[src/rtl/irqs_pkg.sv]
package irqs_pkg;
  typedef enum logic [1:0] {
    SENSE_LEVEL = 2'd0,
    SENSE_FALL  = 2'd1,
    SENSE_RISE  = 2'd2,
    SENSE_BOTH  = 2'd3
  } sense_t;

  localparam int unsigned ADDR_W     = 8;
  localparam int unsigned DATA_W     = 8;
  localparam logic [1:0]  REGION_PEND = 2'b00;
  localparam logic [1:0]  REGION_CFG  = 2'b01;
  localparam logic [7:0]  SWINT_ADDR  = 8'h80;
  localparam int unsigned MODE_LSB    = 2;
endpackage

[src/rtl/irqs_sync.sv]
module irqs_sync #(
  parameter int unsigned WIDTH = 16
) (
  input  logic             clk,
  input  logic             rst_n,
  input  logic [WIDTH-1:0] raw,
  output logic [WIDTH-1:0] synced
);
  logic [WIDTH-1:0] stage1;
  logic [WIDTH-1:0] stage2;

  always_ff @(posedge clk or negedge rst_n) begin
    if (!rst_n) begin
      stage1 <= '0;
      stage2 <= '0;
    end else begin
      stage1 <= raw;
      stage2 <= stage1;
    end
  end

  assign synced = stage2;
endmodule

[src/rtl/irqs_detect.sv]
module irqs_detect
  import irqs_pkg::*;
(
  input  logic   clk,
  input  logic   rst_n,
  input  logic   line_s,
  input  sense_t mode,
  input  logic   clr_req,
  output logic   pending,
  output logic   fire
);
  logic prev;

  always_comb begin
    unique case (mode)
      SENSE_LEVEL: fire = line_s & ~prev;
      SENSE_FALL:  fire = ~line_s & prev;
      SENSE_RISE:  fire = line_s & ~prev;
      SENSE_BOTH:  fire = line_s ^ prev;
      default:     fire = 1'b0;
    endcase
  end

  always_ff @(posedge clk or negedge rst_n) begin
    if (!rst_n) begin
      prev    <= 1'b0;
      pending <= 1'b0;
    end else begin
      prev <= line_s;
      if (mode == SENSE_LEVEL) pending <= line_s;
      else if (fire)           pending <= 1'b1;
      else if (clr_req)        pending <= 1'b0;
    end
  end

  // level flag mirrors the line one cycle later, whatever is written
  a_r6_level_mirror: assert property (@(posedge clk) disable iff (!rst_n)
    (mode == SENSE_LEVEL) |=> (pending == $past(line_s)));
  // clear without a competing event empties an edge flag
  a_r7_edge_clear: assert property (@(posedge clk) disable iff (!rst_n)
    (mode != SENSE_LEVEL && clr_req && !fire) |=> !pending);
  // rising transition in rising mode sets the flag
  a_r3_rise_sets: assert property (@(posedge clk) disable iff (!rst_n)
    (mode == SENSE_RISE && line_s && !prev) |=> pending);
  // any change in both-edges mode sets the flag
  a_r5_both_sets: assert property (@(posedge clk) disable iff (!rst_n)
    (mode == SENSE_BOTH && line_s != prev) |=> pending);
endmodule

[src/rtl/irqs_regs.sv]
module irqs_regs
  import irqs_pkg::*;
#(
  parameter int unsigned    NUM_SRC    = 16,
  parameter int unsigned    PIN_BASE   = 8,
  parameter int unsigned    NUM_PINS   = 8,
  parameter logic [NUM_SRC-1:0] LEVEL_MASK = '0
) (
  input  logic                         clk,
  input  logic                         rst_n,
  input  logic                         wr_en,
  input  logic [ADDR_W-1:0]            wr_addr,
  input  logic [DATA_W-1:0]            wr_data,
  input  logic [ADDR_W-1:0]            rd_addr,
  input  logic [NUM_SRC-1:0]           pending,
  output logic [DATA_W-1:0]            rd_data,
  output logic [NUM_PINS-1:0][1:0]     pin_mode,
  output logic [NUM_SRC-1:0]           clr_vec,
  output logic                         swint_pulse
);
  localparam int unsigned IDX_W = ADDR_W - 2;

  logic [1:0]       w_region;
  logic [IDX_W-1:0] w_idx;
  logic [1:0]       r_region;
  logic [IDX_W-1:0] r_idx;
  logic             wr_pend_zero;
  logic             wr_cfg;

  assign w_region     = wr_addr[ADDR_W-1 -: 2];
  assign w_idx        = wr_addr[IDX_W-1:0];
  assign r_region     = rd_addr[ADDR_W-1 -: 2];
  assign r_idx        = rd_addr[IDX_W-1:0];
  assign wr_pend_zero = wr_en && (w_region == REGION_PEND) && (wr_data == '0);
  assign wr_cfg       = wr_en && (w_region == REGION_CFG);

  for (genvar i = 0; i < NUM_SRC; i++) begin : g_clr
    assign clr_vec[i] = wr_pend_zero && (w_idx == IDX_W'(i));
  end

  for (genvar p = 0; p < NUM_PINS; p++) begin : g_pin
    localparam logic [1:0] RST_MODE =
      LEVEL_MASK[PIN_BASE+p] ? SENSE_LEVEL : SENSE_RISE;
    always_ff @(posedge clk or negedge rst_n) begin
      if (!rst_n)                               pin_mode[p] <= RST_MODE;
      else if (wr_cfg && w_idx == IDX_W'(p))    pin_mode[p] <= wr_data[MODE_LSB +: 2];
    end
  end

  always_ff @(posedge clk or negedge rst_n) begin
    if (!rst_n) swint_pulse <= 1'b0;
    else        swint_pulse <= wr_en && (wr_addr == SWINT_ADDR) && wr_data[0];
  end

  always_comb begin
    rd_data = '0;
    if (r_region == REGION_PEND) begin
      for (int i = 0; i < NUM_SRC; i++)
        if (r_idx == IDX_W'(i)) rd_data[0] = pending[i];
    end else if (r_region == REGION_CFG) begin
      for (int p = 0; p < NUM_PINS; p++)
        if (r_idx == IDX_W'(p)) rd_data[MODE_LSB +: 2] = pin_mode[p];
    end
  end

  // software interrupt byte never reads back nonzero
  a_r10_swint_reads_zero: assert property (@(posedge clk) disable iff (!rst_n)
    (rd_addr == SWINT_ADDR) |-> (rd_data == '0));
  // pending bytes carry a single bit
  a_r9_pend_one_bit: assert property (@(posedge clk) disable iff (!rst_n)
    (r_region == REGION_PEND) |-> (rd_data[DATA_W-1:1] == '0));
endmodule

[src/rtl/irq_sense_unit.sv]
module irq_sense_unit
  import irqs_pkg::*;
#(
  parameter int unsigned        NUM_SRC    = 16,
  parameter int unsigned        PIN_BASE   = 8,
  parameter int unsigned        NUM_PINS   = 8,
  parameter logic [NUM_SRC-1:0] LEVEL_MASK = 16'h0104
) (
  input  logic               clk,
  input  logic               rst_n,
  input  logic [NUM_SRC-1:0] src_in,
  input  logic               wr_en,
  input  logic [7:0]         wr_addr,
  input  logic [7:0]         wr_data,
  input  logic [7:0]         rd_addr,
  output logic [7:0]         rd_data,
  output logic [NUM_SRC-1:0] pending,
  output logic               event_pulse,
  output logic               swint_pulse
);
  localparam int unsigned PIN_END = PIN_BASE + NUM_PINS;

  logic [NUM_SRC-1:0]       src_s;
  logic [NUM_SRC-1:0]       clr_vec;
  logic [NUM_SRC-1:0]       fire_vec;
  logic [NUM_PINS-1:0][1:0] pin_mode;

  irqs_sync #(.WIDTH(NUM_SRC)) u_sync (
    .clk(clk), .rst_n(rst_n), .raw(src_in), .synced(src_s)
  );

  irqs_regs #(
    .NUM_SRC(NUM_SRC), .PIN_BASE(PIN_BASE), .NUM_PINS(NUM_PINS),
    .LEVEL_MASK(LEVEL_MASK)
  ) u_regs (
    .clk(clk), .rst_n(rst_n), .wr_en(wr_en), .wr_addr(wr_addr),
    .wr_data(wr_data), .rd_addr(rd_addr), .pending(pending),
    .rd_data(rd_data), .pin_mode(pin_mode), .clr_vec(clr_vec),
    .swint_pulse(swint_pulse)
  );

  for (genvar i = 0; i < NUM_SRC; i++) begin : g_src
    sense_t mode_i;
    if (i >= PIN_BASE && i < PIN_END) begin : g_pin
      assign mode_i = sense_t'(pin_mode[i-PIN_BASE]);
    end else begin : g_fixed
      assign mode_i = LEVEL_MASK[i] ? SENSE_LEVEL : SENSE_RISE;
    end
    irqs_detect u_det (
      .clk(clk), .rst_n(rst_n), .line_s(src_s[i]), .mode(mode_i),
      .clr_req(clr_vec[i]), .pending(pending[i]), .fire(fire_vec[i])
    );
  end

  always_ff @(posedge clk or negedge rst_n) begin
    if (!rst_n) event_pulse <= 1'b0;
    else        event_pulse <= |fire_vec;
  end

  // an event pulse always comes with at least one flag set
  a_r11_event_has_flag: assert property (@(posedge clk) disable iff (!rst_n)
    event_pulse |-> (pending != '0));
endmodule

[config.mk]
export PLATFORM = sky130hd
export DESIGN_NAME = irq_sense_unit
export DESIGN_NICKNAME = d
export VERILOG_FILES = /design/src/rtl/irqs_pkg.sv /design/src/rtl/irqs_sync.sv /design/src/rtl/irqs_detect.sv /design/src/rtl/irqs_regs.sv /design/src/rtl/irq_sense_unit.sv
export SDC_FILE = /design/constraint.sdc
export NUM_CORES = 1
export LEC_CHECK = 0
export BUFFER_PORTS_ARGS = -buffer_cell sky130_fd_sc_hd__buf_4
export CAP_MARGIN = 20
export CORE_MARGIN = 4
export CORE_UTILIZATION = 55
export DETAILED_ROUTE_END_ITERATION = 12
export HOLD_SLACK_MARGIN = 0.1
export PLACE_DENSITY = 0.79
export SETUP_SLACK_MARGIN = 0.5
export SLEW_MARGIN = 15
export SYNTH_ARGS = -nofsm -noshare
export SYNTH_HDL_FRONTEND = slang
export SYNTH_SLANG_ARGS = --single-unit
[constraint.sdc]
create_clock -name clk -period 2.2 [get_ports clk]
set_clock_uncertainty 0.1 [all_clocks]
set_input_delay 0.22 -clock clk [delete_from_list [all_inputs] [get_ports clk]]
set_output_delay 0.22 -clock clk [all_outputs]
set_load 0.01 [all_outputs]
Word level (Yosys, flattened, before mapping)
Index checks and enable logic that the tools add are counted.
{"block": "totals", "in_bits": 43, "regBits": 81, "out_inout_bits": 26}
{"block": "op_classes", "reduce_logical": 65, "muxes": 73, "eq_ne": 57, "bitwise": 56}
{"operator": "6-bit by 4-bit == test with 1-bit output (second input constant)", "n": 16}
{"operator": "1-bit 2-to-1 mux", "n": 55}
{"operator": "6-bit by 3-bit == test with 1-bit output (second input constant)", "n": 8}
{"operator": "2-bit == test (second input constant)", "n": 16}
{"operator": "1-bit logical AND", "n": 28}
{"operator": "1-bit AND", "n": 24}
{"operator": "6-bit by 2-bit == test with 1-bit output (second input constant)", "n": 4}
{"operator": "1-bit inverter", "n": 24}
{"operator": "1-bit one-hot mux with 3 select lines", "n": 8}
{"operator": "3-bit nonzero test", "n": 8}
{"operator": "2-bit by 1-bit == test with 1-bit output (second input constant)", "n": 10}
{"operator": "2-bit logical NOT", "n": 10}
{"operator": "2-bit 2-to-1 mux", "n": 10}
{"operator": "16-bit OR reduction", "n": 1}
{"operator": "2-bit OR reduction", "n": 8}
{"operator": "2-bit nonzero test", "n": 7}
{"operator": "6-bit by 1-bit == test with 1-bit output (second input constant)", "n": 2}
{"operator": "6-bit logical NOT", "n": 2}
{"operator": "8-bit == test (second input constant)", "n": 1}
{"operator": "8-bit logical NOT", "n": 1}
{"operator": "1-bit XOR", "n": 8}

Logic depth before layout (Yosys ltp)
{"block": "logic_depth", "ltp_word": 18, "depth_mapped": 6, "mapped_depth_nobuf": 6}

Cells and area by module
From an unflattened synthesis, not the netlist that was laid out.
{"block": "hier_totals", "cells_unflattened": 438, "hier_area_um2": 4484.3}
{"mod": "irqs_detect", "cells_per_inst": 16, "n_inst": 16, "seq_area_each_um2": 50.0, "area_per_inst_um2": 143.9}
{"mod": "irqs_regs", "cells_per_inst": 142, "n_inst": 1, "seq_area_each_um2": 434.2, "area_per_inst_um2": 1317.5}
{"mod": "irqs_sync", "cells_per_inst": 32, "n_inst": 1, "seq_area_each_um2": 800.8, "area_per_inst_um2": 800.8}
{"mod": "irq_sense_unit", "cells_per_inst": 8, "n_inst": 1, "seq_area_each_um2": 25.0, "area_per_inst_um2": 63.8}

Worst setup path after synthesis
Ideal clock, no wire load.
{"block": "synth_path", "path_kind": "in2out", "from": "input port rd_addr[0]", "to": "output port rd_data[0]", "arrival_time_ns": 1.247, "path_buffers": 2, "cell_stages": 6, "setup_slack_ns": 0.633, "path_cell_list": "buf_4 > buf_6 > mux2i_1 > o21ai_0 > a32oi_1 > o32ai_1"}
{"block": "synth_via", "elab_chain_cells": 18, "word_cells_on_any_way": 33, "classes_between": "15 x eq/ne; 17 x mux; 1 x reduce/logical"}
{"element": "start: declaration", "line": "irq_sense_unit.sv:15", "rtl": "input logic [7:0] rd_addr,"}
{"element": "6-bit logical NOT", "line": "irqs_regs.sv:59", "rtl": "if (r_idx == IDX_W'(i)) rd_data[0] = pending[i];"}
{"element": "1-bit 2-to-1 mux (15 in series)", "line": "irqs_regs.sv:59"}
{"element": "1-bit 2-to-1 mux *", "line": "irqs_regs.sv:59"}
{"element": "1-bit 2-to-1 mux *", "line": "irqs_regs.sv:57", "rtl": "if (r_region == REGION_PEND) begin"}
{"element": "end: declaration", "line": "irq_sense_unit.sv:16", "rtl": "output logic [7:0] rd_data,"}
Every way passes the cells marked *; elsewhere a longest branch is shown, timed or not.

Worst setup path in the final report
{"block": "layout_path", "from": "register u_regs.pin_mode[3] (netlist bit)", "to": "output port rd_data[3]"}
{"block": "layout_via", "elab_chain_cells": 9}
{"element": "start: declaration", "line": "irqs_regs.sv:17", "rtl": "output logic [NUM_PINS-1:0][1:0] pin_mode,"}
{"element": "start signal: indexed assignment", "line": "irqs_regs.sv:46", "rtl": "else if (wr_cfg && w_idx == IDX_W'(p)) pin_mode[p] <= wr_data[MODE_LSB +: 2];"}
{"element": "2-bit 2-to-1 mux (7 in series)", "line": "irqs_regs.sv:62", "rtl": "if (r_idx == IDX_W'(p)) rd_data[MODE_LSB +: 2] = pin_mode[p];"}
{"element": "2-bit 2-to-1 mux", "line": "irqs_regs.sv:60", "rtl": "end else if (r_region == REGION_CFG) begin"}
{"element": "2-bit 2-to-1 mux", "line": "irqs_regs.sv:57"}
No other way between the ends.

==> parameters.txt <==
Parameter                              Value

Timing
  Upper clock frequency limit    493 MHz
  Final critical-path share of the clock period    0.922
  Slew @ Worst Pin    0.588 ns
  Setup repair after global routing missed its margin    true
  Period minus WS final    2.03 ns
  Pins over their slew limit    0
  Number of setup violations in the final report    0
  Worst max-slew margin expressed relative to the limit    0.604
  Total Negative Setup Slacks    0 ns
  Post-layout worst setup margin    0.172 ns
  Number of hold violations in the final report    0

Job
  MaxCap Viol Count    0

Setup path
  Worst setup EP type    output port
  Longest individual stage delay on the worst path    between 0.5 and 0.6 ns
  Category of the critical setup timing path    flop to output port
  Highest-delay cell along the critical path    dfstp_2
  Arrival time worst endpoint    ~1.7 ns
  Data required time of the critical path    1.88 ns
  Startpoint kind of the worst setup timing path    flop
  Critical Path, Cell by Cell    mux4_2 > a22oi_2 > a311oi_2 > buf_4
  Worst-path fanout max    2

Drt
  Number of DRC violations after detailed-routing iteration 0    269
  First-pass detailed-route iteration total    4
  Routed WL    between 9 and 10 mm
  Remaining routing DRC violations    0
  Per-cell routed wire length    18.7 µm
  Post-DRT Antenna Nets    0
  DR vias/cell    between 5 and 6
  Vias    2,911

Floorplan
  I/O pin cnt    a little under 70
  Die area    roughly 8200 µm²
  Width of the die    approximately 90 µm
  Height of the chip    90.8 µm
  Area of the core    6490 µm²
  Effective utilization at floorplan    0.581
  Row count    29

Global routing
  Via count of the first global-routing pass    2,991
  First-pass GRT wire length    ~15 mm
  Maximum number of pins on one net before global-route repair    between 40 and 50
  Number of antenna violations at the first check in global routing    0
  Total routing resource utilization after global routing    0.236
  Total congestion overflow after global routing    0

Clock network
  CTS clk-pin slew, worst paths    0.08 ns
  Clock Sinks    81
  Clock root buffer    clkbuf_8
  Insertion delay of the later-clocked pin in the worst-skew pair    ~0.35 ns
  CTS Buf Count    9
  Max Buffers Root-to-Sink    2
  CTS HTree Levels    3
  CTS tree    yes

Synth
  Top cell type's share of synthesized area    0.491
  Unique cell type count in the Yosys netlist    50
  #FFs+latches synth    81
  Ys Warns    0
  Post-synth ARST share    1.00
  Primary FF master, synth    dfrtp_1
  Number of flops mapped to enable cells by yosys    0
  Cell types with the largest area share after synthesis    dfrtp_1 49%, ha_1 5.3%, dfstp_2 4.9%
  Most frequent cell after synthesis    dfrtp_1
  Average cell area after synthesis    11.7 µm²
  Seq/Total Area, Yosys    0.540
  Netlist area before placement    ~3800 µm²
  Post-Synthesis Cells    322
  Cell types with the highest counts after synthesis    74 x dfrtp_1, 23 x nand2b_1, 22 x buf_4, 22 x nor2_1, 20 x o21ai_0
  Cell type with the highest aggregate area in the netlist    dfrtp_1

Power
  Share of total power in sequential cells    0.511
  Switching portion of total power    0.248
  Leakage dissipation    0.00216 µW
  Final Total Pwr    3160 µW
  Net switching power figure    785 µW
  Portion of total power attributed to the clock network    0.348
  Comb power frac    0.141
  Peak VDD IR    between 0.0004 and 0.0005 V
  Pwr dens    647 nW/µm²
  Cell internal power dissipation    2380 µW

Worst hold path
  Path class of the lowest-slack min-delay path    input port to flop

Layout
  Total number of nets in the final design    between 400 and 500
  Diodes inserted    0
  Ratio of cells with drive above 1 in the final layout    0.352
  Area Overhead vs Synth    29.6%

Place
  Hpwl dp    6.01 mm
  Final weighted congestion in routability-driven placement    0.803
  Pre-CTS worst setup slack    0.368 ns
  Number of buffers inserted by port buffering    63

Status
  Status    finished, final reports clean
==> layout by cell type, fill, tap and decap left out, types with 3 or more instances in the layout <==
master         instances
nor4b_2                4
mux2_2                13
mux2_1                 4
conb_1                 5
dfrtp_2                7
nand2b_1              22
dlygate4sd3_1         24
ha_1                  16
a21oi_1                9
nand2_1               15
nor2_1                21
a31oi_1                3
a32o_1                 3
buf_4                 81
nand3_1                4
inv_1                 18
mux2i_1                3
clkbuf_1               3
clkbuf_8              11
dfstp_2                7
nor3_1                 7
dfrtp_1               67
mux4_2                 5
nand4_1                5
o21ai_0               18
==> sequential cells by signal, summed over array words and instances (netlist names) <==
register and cells:
event_pulse 1, u_sync.synced 16, u_regs.pin_mode 16, g_src.u_det.pending 16, u_sync.stage1 16, g_src.u_det.prev 15
u_regs.swint_pulse 1
==> layer usage <==
layer,GRT usage,wire length [µm]
met1,0.282,3500
met2,0.379,4670
met3,0.0750,716
met4,0.131,431
met5,0,0
==> cell families after synthesis <==
kind of cell / synth area share
AND/OR/NAND/NOR: 0.156
flip-flops: 0.540
AO/OA/AOI/OAI: 0.0949
buffers and inverters: 0.0673
multiplexers: 0.0886
adder cells (fa/ha/maj): 0.0531
other: 0.000994
==> path summary, 6_finish.rpt <==
check / startpoint / depth (start not counted) / slack, ns / end
max in group asynchronous: rst_n / 3 / 1.08 / u_regs.pin_mode[15]$_DFFE_PN1P_
worst max-delay path: u_regs.pin_mode[3]$_DFFE_PN1P_ / 4 / 0.17 / rd_data[3]
worst min-delay path: wr_addr[0] / 4 / 0.14 / u_regs.swint_pulse$_DFF_PN0_
worst min register to register: u_sync.stage1[0]$_DFF_PN0_ / 0 / 0.25 / u_sync.synced[0]$_DFF_PN0_
min in group asynchronous: rst_n / 2 / 0.26 / u_sync.stage1[3]$_DFF_PN0_
worst max register to register: u_sync.synced[8]$_DFF_PN0_ / 5 / 0.57 / event_pulse$_DFF_PN0_
==> worst max-delay path: cells and delay by family (launching register included) <==
| kind | cells | cell delay (ns) |
|---|---|---|
| buf+inv | 1 | 0.16 |
| flops | 1 | 0.56 |
| mux | 1 | 0.28 |
| compound gates | 2 | 0.36 |
==> per-stage QoR <==
stage               hold WS, ns  std cells  area, µm²   util
floorplan                -0.176        326       3790      -
global placement         0.0942        442       4190  0.645
detailed placement       0.0977        442       4190  0.645
CTS                       0.129        496       4760  0.733
global route              0.144        500       4890  0.753
finish                    0.138        500       4890  0.753
==> power by group through the flow <==
| stage | sequential (µW) | clock (µW) | combinational (µW) |
|---|---|---|---|
| after floorplan | 1630 | 0 | 191 |
| after global routing | 1630 | 1180 | 487 |
| after CTS | 1610 | 1110 | 413 |
| after detailed placement | 1650 | 0 | 330 |
| after global placement | 1650 | 0 | 320 |
| final | 1620 | 1100 | 446 |
==> repair_timing <==
item	CTS	global route
pin swaps	2	6
endpoints found under the setup margin	4	6
resized for setup	11	17
hold endpoints to repair	62	0
setup buffers	14	4
hold buffers	24	0
==> cell type report <==
class                      count  area, µm²
inverter                      18       67.6
fill                         409       1610
clock inverter                 2       37.5
timing repair buffer         106        868
clock buffer                  14        163
tap                           77       96.3
multi-input combinational    202       1610
sequential                    81       2040
Note: power is estimated with default switching activity, not from simulation.
